[config.mk]
export PLATFORM = sky130hd
export DESIGN_NAME = vc_top
export DESIGN_NICKNAME = d
export VERILOG_FILES = /design/src/rtl/vc_pkg.sv /design/src/rtl/vc_dm_array.sv /design/src/rtl/vc_victim_buf.sv /design/src/rtl/vc_ctrl.sv /design/src/rtl/vc_top.sv
export SDC_FILE = /design/constraint.sdc
export NUM_CORES = 1
export LEC_CHECK = 0
export BUFFER_PORTS_ARGS = -buffer_cell sky130_fd_sc_hd__buf_2
export CAP_MARGIN = 0
export CORE_MARGIN = 5
export CORE_UTILIZATION = 55
export CTS_BUF_LIST = sky130_fd_sc_hd__clkbuf_4
export CTS_CLUSTER_DIAMETER = 120
export DETAILED_ROUTE_END_ITERATION = 8
export PLACE_DENSITY_LB_ADDON = 0.15
export SETUP_SLACK_MARGIN = 0.15
export SLEW_MARGIN = 20
export SYNTH_ARGS = -nofsm -noshare
export SYNTH_HDL_FRONTEND = slang
export SYNTH_SLANG_ARGS = --single-unit
[constraint.sdc]
create_clock -name clk -period 12.25 [get_ports clk]
set_clock_uncertainty 0.2 [all_clocks]
set_input_delay 3.0625 -clock clk [delete_from_list [all_inputs] [get_ports clk]]
set_output_delay 3.0625 -clock clk [all_outputs]
set_load 0.02 [all_outputs]
[src/rtl/vc_pkg.sv]
package vc_pkg;

    typedef enum logic [1:0] {
        ST_IDLE  = 2'd0,
        ST_PROBE = 2'd1,
        ST_WAIT  = 2'd2
    } vc_state_e;

    localparam int unsigned VC_DEF_ADDR_W = 16;
    localparam int unsigned VC_DEF_DATA_W = 32;
    localparam int unsigned VC_DEF_IDX_W  = 3;
    localparam int unsigned VC_DEF_DEPTH  = 4;
    localparam int unsigned VC_DEF_CNT_W  = 16;

    function automatic int unsigned slot_bits(input int unsigned depth);
        return (depth > 1) ? $clog2(depth) : 1;
    endfunction

endpackage

[src/rtl/vc_dm_array.sv]
module vc_dm_array #(
    parameter int unsigned ADDR_W = vc_pkg::VC_DEF_ADDR_W,
    parameter int unsigned DATA_W = vc_pkg::VC_DEF_DATA_W,
    parameter int unsigned IDX_W  = vc_pkg::VC_DEF_IDX_W
) (
    input  logic              clk,
    input  logic              rst,
    input  logic [ADDR_W-1:0] rd_addr,
    output logic              rd_hit,
    output logic              rd_valid,
    output logic [ADDR_W-1:0] rd_line_addr,
    output logic [DATA_W-1:0] rd_data,
    input  logic              wr_en,
    input  logic [ADDR_W-1:0] wr_addr,
    input  logic [DATA_W-1:0] wr_data
);
    localparam int unsigned LINES = 1 << IDX_W;
    localparam int unsigned TAG_W = ADDR_W - IDX_W;

    logic [LINES-1:0] line_v;
    logic [TAG_W-1:0] line_tag [LINES];
    logic [DATA_W-1:0] line_dat [LINES];

    logic [IDX_W-1:0] ridx, widx;
    assign ridx = rd_addr[IDX_W-1:0];
    assign widx = wr_addr[IDX_W-1:0];

    assign rd_valid     = line_v[ridx];
    assign rd_hit       = line_v[ridx] && (line_tag[ridx] == rd_addr[ADDR_W-1:IDX_W]);
    assign rd_line_addr = {line_tag[ridx], ridx};
    assign rd_data      = line_dat[ridx];

    always_ff @(posedge clk) begin
        if (rst) begin
            line_v <= '0;
        end else if (wr_en) begin
            line_v[widx] <= 1'b1;
        end
    end

    always_ff @(posedge clk) begin
        if (wr_en) begin
            line_tag[widx] <= wr_addr[ADDR_W-1:IDX_W];
            line_dat[widx] <= wr_data;
        end
    end

endmodule

[src/rtl/vc_victim_buf.sv]
module vc_victim_buf #(
    parameter int unsigned ADDR_W = vc_pkg::VC_DEF_ADDR_W,
    parameter int unsigned DATA_W = vc_pkg::VC_DEF_DATA_W,
    parameter int unsigned DEPTH  = vc_pkg::VC_DEF_DEPTH,
    localparam int unsigned SLOT_W = vc_pkg::slot_bits(DEPTH)
) (
    input  logic              clk,
    input  logic              rst,
    input  logic [ADDR_W-1:0] srch_addr,
    output logic              srch_hit,
    output logic [SLOT_W-1:0] srch_slot,
    output logic [DATA_W-1:0] srch_data,
    output logic [SLOT_W-1:0] alloc_slot,
    input  logic              wr_en,
    input  logic [SLOT_W-1:0] wr_slot,
    input  logic              wr_valid,
    input  logic [ADDR_W-1:0] wr_addr,
    input  logic [DATA_W-1:0] wr_data
);
    logic [DEPTH-1:0]  ent_v;
    logic [DEPTH-1:0]  match;
    logic [ADDR_W-1:0] ent_a [DEPTH];
    logic [DATA_W-1:0] ent_d [DEPTH];
    logic [SLOT_W-1:0] age   [DEPTH];

    for (genvar g = 0; g < DEPTH; g++) begin : g_cmp
        assign match[g] = ent_v[g] && (ent_a[g] == srch_addr);
    end

    always_comb begin
        srch_hit  = |match;
        srch_slot = '0;
        srch_data = '0;
        for (int i = 0; i < DEPTH; i++) begin
            if (match[i]) begin
                srch_slot = SLOT_W'(i);
                srch_data = ent_d[i];
            end
        end
    end

    // free entry first, otherwise the oldest (age DEPTH-1)
    always_comb begin
        logic found;
        found      = 1'b0;
        alloc_slot = '0;
        for (int i = 0; i < DEPTH; i++) begin
            if (!found && !ent_v[i]) begin
                alloc_slot = SLOT_W'(i);
                found      = 1'b1;
            end
        end
        if (!found) begin
            for (int i = 0; i < DEPTH; i++) begin
                if (age[i] == SLOT_W'(DEPTH - 1)) alloc_slot = SLOT_W'(i);
            end
        end
    end

    always_ff @(posedge clk) begin
        if (rst) begin
            ent_v <= '0;
            for (int i = 0; i < DEPTH; i++) age[i] <= SLOT_W'(i);
        end else if (wr_en) begin
            ent_v[wr_slot] <= wr_valid;
            for (int i = 0; i < DEPTH; i++) begin
                if (SLOT_W'(i) == wr_slot)      age[i] <= '0;
                else if (age[i] < age[wr_slot]) age[i] <= age[i] + 1'b1;
            end
        end
    end

    always_ff @(posedge clk) begin
        if (wr_en) begin
            ent_a[wr_slot] <= wr_addr;
            ent_d[wr_slot] <= wr_data;
        end
    end

    // a line is never held twice, so at most one entry matches
    assert_one_match_R5: assert property (@(posedge clk) disable iff (rst)
        $onehot0(match));

    // a written slot holds exactly the line that was written
    assert_slot_written_R7: assert property (@(posedge clk) disable iff (rst)
        wr_en |=> (ent_v[$past(wr_slot)] == $past(wr_valid)) &&
                  (!$past(wr_valid) || ent_a[$past(wr_slot)] == $past(wr_addr)));

endmodule

[src/rtl/vc_ctrl.sv]
module vc_ctrl #(
    parameter int unsigned ADDR_W = vc_pkg::VC_DEF_ADDR_W,
    parameter int unsigned DATA_W = vc_pkg::VC_DEF_DATA_W,
    parameter int unsigned DEPTH  = vc_pkg::VC_DEF_DEPTH,
    parameter int unsigned CNT_W  = vc_pkg::VC_DEF_CNT_W,
    localparam int unsigned SLOT_W = vc_pkg::slot_bits(DEPTH)
) (
    input  logic              clk,
    input  logic              rst,
    input  logic              req_valid,
    input  logic [ADDR_W-1:0] req_addr,
    output logic              req_ready,
    output logic              resp_valid,
    output logic [DATA_W-1:0] resp_data,
    output logic              mem_req_valid,
    output logic [ADDR_W-1:0] mem_req_addr,
    input  logic              mem_resp_valid,
    input  logic [DATA_W-1:0] mem_resp_data,
    output logic [CNT_W-1:0]  cnt_hit,
    output logic [CNT_W-1:0]  cnt_vhit,
    output logic [CNT_W-1:0]  cnt_miss,
    output logic [ADDR_W-1:0] arr_rd_addr,
    input  logic              arr_hit,
    input  logic              arr_valid,
    input  logic [ADDR_W-1:0] arr_line_addr,
    input  logic [DATA_W-1:0] arr_data,
    output logic              arr_wr_en,
    output logic [ADDR_W-1:0] arr_wr_addr,
    output logic [DATA_W-1:0] arr_wr_data,
    output logic [ADDR_W-1:0] vb_srch_addr,
    input  logic              vb_hit,
    input  logic [SLOT_W-1:0] vb_slot,
    input  logic [DATA_W-1:0] vb_data,
    input  logic [SLOT_W-1:0] vb_alloc,
    output logic              vb_wr_en,
    output logic [SLOT_W-1:0] vb_wr_slot,
    output logic              vb_wr_valid,
    output logic [ADDR_W-1:0] vb_wr_addr,
    output logic [DATA_W-1:0] vb_wr_data
);
    import vc_pkg::*;

    vc_state_e         st;
    logic [ADDR_W-1:0] addr_q;

    assign req_ready    = (st == ST_IDLE);
    assign arr_rd_addr  = (st == ST_IDLE) ? req_addr : addr_q;
    assign vb_srch_addr = addr_q;
    assign arr_wr_addr  = addr_q;
    assign vb_wr_addr   = arr_line_addr;
    assign vb_wr_data   = arr_data;
    assign vb_wr_valid  = arr_valid;

    always_comb begin
        arr_wr_en   = 1'b0;
        arr_wr_data = mem_resp_data;
        vb_wr_en    = 1'b0;
        vb_wr_slot  = vb_alloc;
        if (st == ST_PROBE && vb_hit) begin
            // swap: hit entry goes to the array, displaced line to its slot
            arr_wr_en   = 1'b1;
            arr_wr_data = vb_data;
            vb_wr_en    = 1'b1;
            vb_wr_slot  = vb_slot;
        end else if (st == ST_WAIT && mem_resp_valid) begin
            arr_wr_en = 1'b1;
            vb_wr_en  = arr_valid;
        end
    end

    always_ff @(posedge clk) begin
        if (rst) begin
            st            <= ST_IDLE;
            addr_q        <= '0;
            resp_valid    <= 1'b0;
            resp_data     <= '0;
            mem_req_valid <= 1'b0;
            mem_req_addr  <= '0;
            cnt_hit       <= '0;
            cnt_vhit      <= '0;
            cnt_miss      <= '0;
        end else begin
            resp_valid    <= 1'b0;
            mem_req_valid <= 1'b0;
            unique case (st)
                ST_IDLE: begin
                    if (req_valid) begin
                        addr_q <= req_addr;
                        if (arr_hit) begin
                            resp_valid <= 1'b1;
                            resp_data  <= arr_data;
                            cnt_hit    <= cnt_hit + 1'b1;
                        end else begin
                            st <= ST_PROBE;
                        end
                    end
                end
                ST_PROBE: begin
                    if (vb_hit) begin
                        resp_valid <= 1'b1;
                        resp_data  <= vb_data;
                        cnt_vhit   <= cnt_vhit + 1'b1;
                        st         <= ST_IDLE;
                    end else begin
                        mem_req_valid <= 1'b1;
                        mem_req_addr  <= addr_q;
                        cnt_miss      <= cnt_miss + 1'b1;
                        st            <= ST_WAIT;
                    end
                end
                ST_WAIT: begin
                    if (mem_resp_valid) begin
                        resp_valid <= 1'b1;
                        resp_data  <= mem_resp_data;
                        st         <= ST_IDLE;
                    end
                end
                default: st <= ST_IDLE;
            endcase
        end
    end

    // the victim probe only follows an accepted request that missed the array
    assert_probe_after_miss_R4: assert property (@(posedge clk) disable iff (rst)
        (st == ST_PROBE) |-> $past(req_valid && req_ready && !arr_hit));

    // memory is requested only when the victim search also missed
    assert_no_mem_on_vhit_R6: assert property (@(posedge clk) disable iff (rst)
        mem_req_valid |-> $past(st == ST_PROBE && !vb_hit));

    // memory data arrives only while a fill is outstanding
    assert_fill_when_waiting_R3: assert property (@(posedge clk) disable iff (rst)
        mem_resp_valid |-> (st == ST_WAIT));

    // no response is presented while the block is busy
    assert_quiet_busy_R8: assert property (@(posedge clk) disable iff (rst)
        !req_ready |-> !resp_valid);

endmodule

[src/rtl/vc_top.sv]
module vc_top #(
    parameter int unsigned ADDR_W = vc_pkg::VC_DEF_ADDR_W,
    parameter int unsigned DATA_W = vc_pkg::VC_DEF_DATA_W,
    parameter int unsigned IDX_W  = vc_pkg::VC_DEF_IDX_W,
    parameter int unsigned DEPTH  = vc_pkg::VC_DEF_DEPTH,
    parameter int unsigned CNT_W  = vc_pkg::VC_DEF_CNT_W
) (
    input  logic              clk,
    input  logic              rst,
    input  logic              req_valid,
    input  logic [ADDR_W-1:0] req_addr,
    output logic              req_ready,
    output logic              resp_valid,
    output logic [DATA_W-1:0] resp_data,
    output logic              mem_req_valid,
    output logic [ADDR_W-1:0] mem_req_addr,
    input  logic              mem_resp_valid,
    input  logic [DATA_W-1:0] mem_resp_data,
    output logic [CNT_W-1:0]  cnt_hit,
    output logic [CNT_W-1:0]  cnt_vhit,
    output logic [CNT_W-1:0]  cnt_miss
);
    localparam int unsigned SLOT_W = vc_pkg::slot_bits(DEPTH);

    logic [ADDR_W-1:0] arr_rd_addr, arr_line_addr, arr_wr_addr;
    logic              arr_hit, arr_valid, arr_wr_en;
    logic [DATA_W-1:0] arr_data, arr_wr_data;
    logic [ADDR_W-1:0] vb_srch_addr, vb_wr_addr;
    logic              vb_hit, vb_wr_en, vb_wr_valid;
    logic [SLOT_W-1:0] vb_slot, vb_alloc, vb_wr_slot;
    logic [DATA_W-1:0] vb_data, vb_wr_data;

    vc_dm_array #(.ADDR_W(ADDR_W), .DATA_W(DATA_W), .IDX_W(IDX_W)) u_array (
        .clk(clk), .rst(rst),
        .rd_addr(arr_rd_addr), .rd_hit(arr_hit), .rd_valid(arr_valid),
        .rd_line_addr(arr_line_addr), .rd_data(arr_data),
        .wr_en(arr_wr_en), .wr_addr(arr_wr_addr), .wr_data(arr_wr_data)
    );

    vc_victim_buf #(.ADDR_W(ADDR_W), .DATA_W(DATA_W), .DEPTH(DEPTH)) u_victim (
        .clk(clk), .rst(rst),
        .srch_addr(vb_srch_addr), .srch_hit(vb_hit), .srch_slot(vb_slot),
        .srch_data(vb_data), .alloc_slot(vb_alloc),
        .wr_en(vb_wr_en), .wr_slot(vb_wr_slot), .wr_valid(vb_wr_valid),
        .wr_addr(vb_wr_addr), .wr_data(vb_wr_data)
    );

    vc_ctrl #(.ADDR_W(ADDR_W), .DATA_W(DATA_W), .DEPTH(DEPTH), .CNT_W(CNT_W)) u_ctrl (
        .clk(clk), .rst(rst),
        .req_valid(req_valid), .req_addr(req_addr), .req_ready(req_ready),
        .resp_valid(resp_valid), .resp_data(resp_data),
        .mem_req_valid(mem_req_valid), .mem_req_addr(mem_req_addr),
        .mem_resp_valid(mem_resp_valid), .mem_resp_data(mem_resp_data),
        .cnt_hit(cnt_hit), .cnt_vhit(cnt_vhit), .cnt_miss(cnt_miss),
        .arr_rd_addr(arr_rd_addr), .arr_hit(arr_hit), .arr_valid(arr_valid),
        .arr_line_addr(arr_line_addr), .arr_data(arr_data),
        .arr_wr_en(arr_wr_en), .arr_wr_addr(arr_wr_addr), .arr_wr_data(arr_wr_data),
        .vb_srch_addr(vb_srch_addr), .vb_hit(vb_hit), .vb_slot(vb_slot),
        .vb_data(vb_data), .vb_alloc(vb_alloc),
        .vb_wr_en(vb_wr_en), .vb_wr_slot(vb_wr_slot), .vb_wr_valid(vb_wr_valid),
        .vb_wr_addr(vb_wr_addr), .vb_wr_data(vb_wr_data)
    );

endmodule

---- Word-level counts from Yosys, hierarchy flattened ----
Memories as Yosys holds them, arrays and structs flattened.
Index checks and enable logic that the tools add are counted.
word-level totals
  bits in registers ....................... 128
  RAM bits ................................ 560
  output and inout bits ................... 99
  memories ................................ 5
memories
  name              depth  width  rd ports  clocked after Yosys merged registers in  wr ports  line                 RTL
  u_array.line_dat  8      32     1         0                                        1         vc_dm_array.sv:22    logic [DATA_W-1:0] line_dat [LINES];
  u_victim.ent_d    4      32     4         0                                        1         vc_victim_buf.sv:23  logic [DATA_W-1:0] ent_d [DEPTH];
  u_array.line_tag  8      13     1         0                                        1         vc_dm_array.sv:21    logic [TAG_W-1:0] line_tag [LINES];
  u_victim.ent_a    4      16     4         0                                        1         vc_victim_buf.sv:22  logic [ADDR_W-1:0] ent_a [DEPTH];
  u_victim.age      4      2      5         0                                        4         vc_victim_buf.sv:24  logic [SLOT_W-1:0] age [DEPTH];
operators by class
  add/subtract/negate cells ............... 7
  magnitude comparators ................... 9
  equality and inequality tests ........... 19
  mux-type cells .......................... 99
  bitwise logic cells ..................... 11
  reductions and logical operators ........ 28
operators by type and width
  cell                                                                          count
  32-bit 2-to-1 mux                                                             9
  32-bit case mux with 3 select lines                                           1
  16-bit == test                                                                4
  1-bit 2-to-1 mux                                                              60
  16-bit by 1-bit adder with 16-bit output, second input constant               3
  2-bit 2-to-1 mux                                                              22
  16-bit 2-to-1 mux                                                             1
  13-bit == test                                                                1
  1-bit logical AND                                                             12
  2-bit == test, second input constant                                          5
  2-bit by 1-bit adder with 2-bit output, second input constant                 4
  2-bit less-than comparator                                                    4
  3-bit by 4-bit less-than comparator with 1-bit output, second input constant  2
  1-bit OR                                                                      8
  8-bit OR                                                                      1
  2-bit != test, second input constant                                          3
  2-bit case mux with 3 select lines                                            1
  2-bit AND reduction                                                           3
  3-bit AND reduction                                                           2
  1-bit zero test                                                               5
  5-bit AND reduction                                                           1
  4-bit bitwise mux                                                             1
  2-bit == test, first input constant                                           2
  2-bit zero test                                                               2
  14 further kinds                                                              16

---- Depth between registers and ports, before layout ----
An unclocked memory read counts as a cell.
  word-level depth ........................ 23
  mapped depth ............................ 18
  depth with buffers taken out ............ 13

---- Modules after synthesis ----
A second synthesis with hierarchy kept.
second synthesis, totals
  cell total of the unflattened synthesis .. 1963
  area total of the unflattened synthesis .. 28872.7 sq um
modules (own cells, without submodules)
  module         times used  cells an instance  area each (sq um)
  vc_dm_array    1           625                14099.8
  vc_victim_buf  1           570                8430.6
  vc_ctrl        1           768                6342.3

---- Worst setup path before layout ----
Ideal clock, no wire load.
  kind .................................... input to register
  start point ............................. input port req_addr[1]
  end point ............................... memory u_victim.age[1][0] (netlist bit), enable pin
  arrival time ............................ 8.382 ns
  data required time ...................... 11.739 ns
  path slack .............................. 3.357 ns
  stages on the path ...................... 9
  cell sequence ........................... clkbuf_1 -> mux2_2 -> buf_2 -> mux4_2 -> nor2_1 -> a31oi_1 -> a31oi_1 -> nor3_1 -> a211o_1
RTL lines
  element      line                 RTL
  from (decl)  vc_top.sv:11         input logic [ADDR_W-1:0] req_addr,
  to (decl)    vc_victim_buf.sv:24

---- Final worst setup path ----
  start point ............................. input port req_addr[0]
  end point ............................... register u_ctrl.resp_data[30]
on the way
  word-level cells in the longest chain between the ends .. 6
  elaborated cells between the ends (all ways) .. 12
ends and longest elaborated chain
  element                                                    line               RTL
  16-bit 2-to-1 mux                                          vc_ctrl.sv:47      assign arr_rd_addr = (st == ST_IDLE) ? req_addr : addr_q;
  memory 8 x 13 bit                                          -
  net arr_line_addr[10]                                      vc_top.sv:25       logic [ADDR_W-1:0] arr_rd_addr, arr_line_addr, arr_wr_addr;
  13-bit == test                                             vc_dm_array.sv:29  assign rd_hit = line_v[ridx] && (line_tag[ridx] == rd_addr[ADDR_W-1:IDX_W]);
  1-bit logical AND                                          vc_dm_array.sv:29
  2-bit by 1-bit != test with 1-bit output (no source line)  -
  5-bit AND reduction (no source line)                       -
  to (signal assigned)                                       vc_ctrl.sv:91      resp_data <= arr_data;
  to (signal assigned)                                       vc_ctrl.sv:101     resp_data <= vb_data;
  to (signal assigned)                                       vc_ctrl.sv:114     resp_data <= mem_resp_data;
  to (decl)                                                  vc_ctrl.sv:14      output logic [DATA_W-1:0] resp_data,
The timed path passes the listed nets, and every way through them passes these cells. The select of a mux whose other input is x is not followed.
A chain may end at the register's enable or synchronous reset.

==> flow_metrics.py <==
metrics = {
    "status": {
        "outcome": "finished, final reports clean",
    },
    "synth": {
        "ys_ff_latch": 688,
        "yosys_warnings": 0,
        "synth_top_family_by_area": "simple AND/OR/NAND/NOR gates",
        "synth.top_cell.area_share": 0.571,
        "synth_fa_ha_area_frac": 0.00535,
        "synthXorXnorAreaFrac": 0.0309,
        "netlist_instances": 2196,
        "synth.avg_cell_area_sq_um": 13.4,
        "synth.distinct_cells": 80,
        "netlist_area_sq_um": 29500,
        "yosys.area.top_type": "edfxtp_1",
        "synthSimpleGateAreaFrac": 0.100,
        "synthMuxAreaShare": 0.0927,
        "synth-edff-count": 560,
        "synth_area_leaders": "edfxtp_1 57%, dfxtp_1 8.7%, mux4_2 5.2%",
        "yosysSeqAreaShare": 0.658,
        "ys.flop_type": "edfxtp_1",
        "syn-num-nets": 2259,
        "synth_compound_area_frac": 0.0809,
        "synthArstFlopShare": 0,
    },
    "worst_setup_path": {
        "cp_cell_sequence": "buf_2 > mux2i_4 > inv_4 > buf_4 > mux2_2 > xor2_1 > nand2_1 > nor3_1 > nand4b_1 > o31a_2 > buf_4 > or4_1 > a21oi_1",
        "path_max_fanout": 63,
        "start_kind": "input pin",
        "path_delay_family": "buffers and inverters",
        "crit_type": "input pin to flip-flop",
        "critical_path.startpoint": "req_addr[0]",
        "cp_slowest_stage_delay_ns": 0.85,
        "arrival_ns": 8.16,
        "required_ns": 12.94,
        "end_kind": "flip-flop",
        "cp_slowest_cell": "buf_4",
        "crit_buf_inv": 4,
        "r2r_start": "u_ctrl.st[1]$_SDFFE_PP0P_",
        "rrSetupSlack_ns": 6.39,
        "cpMostUsedCell": "buf_4",
    },
    "timing": {
        "tightest_slew_ns": 1.13,
        "rsz0062_at_grt": "false",
        "fin_crit_sh": 0.610,
        "drv_slew": 0,
        "max_freq_mhz": 134,
        "period_minus_slack_ns": 7.47,
        "setup_tns_ns": 0,
        "finalHoldViolations": 0,
        "max_slew_margin": 0.241,
        "setup_viol_count_final": 0,
    },
    "route": {
        "routed_via_density": 5.97,
        "dr.pass1.iters": 6,
        "route.detailed.drc": 0,
        "ant_nets": 0,
        "vias": 19400,
        "wl_per_cell_um": 22.6,
        "totalWireLength_mm": 73.5,
        "first_iter_violations": 1851,
    },
    "floorplanning": {
        "fp.dieH_um": 241,
        "fp.dieW_um": 241,
        "initial_core_util": 0.558,
        "io_pins": 151,
        "fp-row-count": 84,
        "core_sq_um": 52800,
        "die_area_sq_um": 58300,
    },
    "global_route": {
        "grt_pass1_vias": 19400,
        "overflow": 0,
        "antenna_found_initial": 3,
        "grt_max_degree": 83,
        "globalRouteTotalUtil": 0.254,
        "grt_pass1_wl_mm": 113,
    },
    "worst_hold_path": {
        "hold_class": "flip-flop to flip-flop",
        "hp-start": "u_ctrl.resp_data[28]$_SDFFE_PP0P_",
    },
    "job": {
        "drv_cap": 0,
    },
    "power_and_ir_drop": {
        "vdd.ir_drop.worst_mv": 0.0953,
        "p_leak_nw": 12.4,
        "p_total_mw": 5.14,
        "p_per_area_nw_per_um2": 155,
    },
    "placement": {
        "place_hpwl_mm": 43.1,
        "portBuffers": 150,
        "finalWeightedCongestion": 0.890,
    },
    "cells_and_area": {
        "nets": 2490,
        "drive_above_1_share": 0.232,
        "area_delta_synth_final_pct": 12.7,
    },
    "cts": {
        "cts.clk_slew.worst_paths_ns": 0.06,
        "clockBufferDepth": 3,
        "cts_resized": 0,
        "cts_tree": "done",
        "hold_buffers": 0,
        "htree_levels": 4,
        "clk_latency_ns": 1.00,
        "cts.sinks": 688,
        "post_cts_buffers": 0,
        "cts_buffers": 175,
        "cts-root-buf": "clkbuf_4",
    },
}
## worst paths after layout
check | endpoint | cells past startpoint
worst min register to register | u_ctrl.resp_data[28]$_SDFFE_PP0P_ | 2
worst min-delay path | u_ctrl.resp_data[28]$_SDFFE_PP0P_ | 2
worst max register to register | u_ctrl.resp_data[30]$_SDFFE_PP0P_ | 15
worst max-delay path | u_ctrl.resp_data[30]$_SDFFE_PP0P_ | 13
## report_power, final
part | internal [mW] | leakage, nW | switching, mW
Clock | 1.01 | 1.33 | 0.911
Sequential | 2.59 | 6.08 | 0.0246
Combinational | 0.207 | 4.95 | 0.392
## per-stage QoR
| step | worst slack (ns) | hold slack [ns] | area (sq um) | utilization | instances |
|---|---|---|---|---|---|
| floorplan | 3.36 | 0.235 | 29500 | - | 2196 |
| global placement | 3.93 | 0.244 | 30900 | 0.586 | 2938 |
| detailed placement | 3.80 | 0.261 | 30900 | 0.587 | 2938 |
| CTS | 4.89 | 0.276 | 33200 | 0.629 | 3252 |
| global route | 4.57 | 0.300 | 33200 | 0.629 | 3255 |
| finish | 4.78 | 0.276 | 33200 | 0.629 | 3257 |
## per-layer routing
metal	vias to the layer above	wire [um]	track usage
met2	813	35600	0.410
li1	8848	-	-
met5	-	0	0
met4	0	1500	0.0766
met3	108	5790	0.0648
met1	9668	30600	0.346
## placed cells by master, fill, tap and decap left out, drive strengths merged, types with 38 or more instances in the layout
cell and count:
mux2i 100, o21ai 79, or4 38, a21oi 100, nand2 207, clkbuf 260, edfxtp 560, xor2 48
buf 195, inv 97, xnor2 56, mux4 68, nor2 200, dfxtp 128, clkinv 43
## cell families (layout without fill, tap and decap cells)
logic type	count (synthesis)	after routing
other cells	0	5
buf+inv	232	600
mux	184	184
fa+ha+maj	13	13
compound gates	353	353
simple gates	622	622
flops	688	688
xor+xnor	104	104
## cell usage after synthesis (7+ instances only)
master / n
edfxtp_1: 560
nand2_1: 207
nor2_1: 200
dfxtp_1: 128
a21oi_1: 100
mux2i_1: 98
inv_1: 90
clkbuf_1: 78
o21ai_0: 77
mux4_2: 68
xnor2_1: 56
xor2_1: 48
buf_2: 42
or4_1: 38
a221oi_1: 33
o211a_1: 33
nand3_1: 31
nor3_1: 24
nor4_1: 24
nand4_1: 19
nand2b_1: 18
buf_1: 17
mux2_2: 16
o211ai_1: 15
o22ai_1: 13
ha_1: 11
and3_1: 9
nor2b_1: 9
a22oi_1: 8
a31oi_1: 7
o22a_1: 7
or2_2: 7
## registers in the layout (all words and copies together) (netlist names)
name	flops
u_array.line_dat	256
u_array.line_tag	104
u_array.line_v	8
u_ctrl.arr_wr_addr	16
u_ctrl.cnt_hit	16
u_ctrl.cnt_miss	16
u_ctrl.cnt_vhit	16
u_ctrl.mem_req_addr	16
u_ctrl.mem_req_valid	1
u_ctrl.resp_data	32
u_ctrl.resp_valid	1
u_ctrl.st	2
u_victim.age	8
u_victim.ent_a	64
u_victim.ent_d	128
u_victim.ent_v	4
## cell type report
| type | instances | area (sq um) |
|---|---|---|
| fill | 4072 | 19600 |
| sequential | 688 | 19400 |
| multi-input combinational | 1276 | 9280 |
| clock buffer | 260 | 1950 |
| timing repair buffer | 195 | 1090 |
| tap | 688 | 861 |
| inverter | 91 | 344 |
| clock inverter | 54 | 272 |
| antenna | 5 | 12.5 |
## tightest hold or removal path, stage by stage, from the launching register on
cell and delay, ns:
dfxtp_1 0.30, o21ai_0 0.06, a21oi_1 0.06
Note: power is estimated with default switching activity, not from simulation.
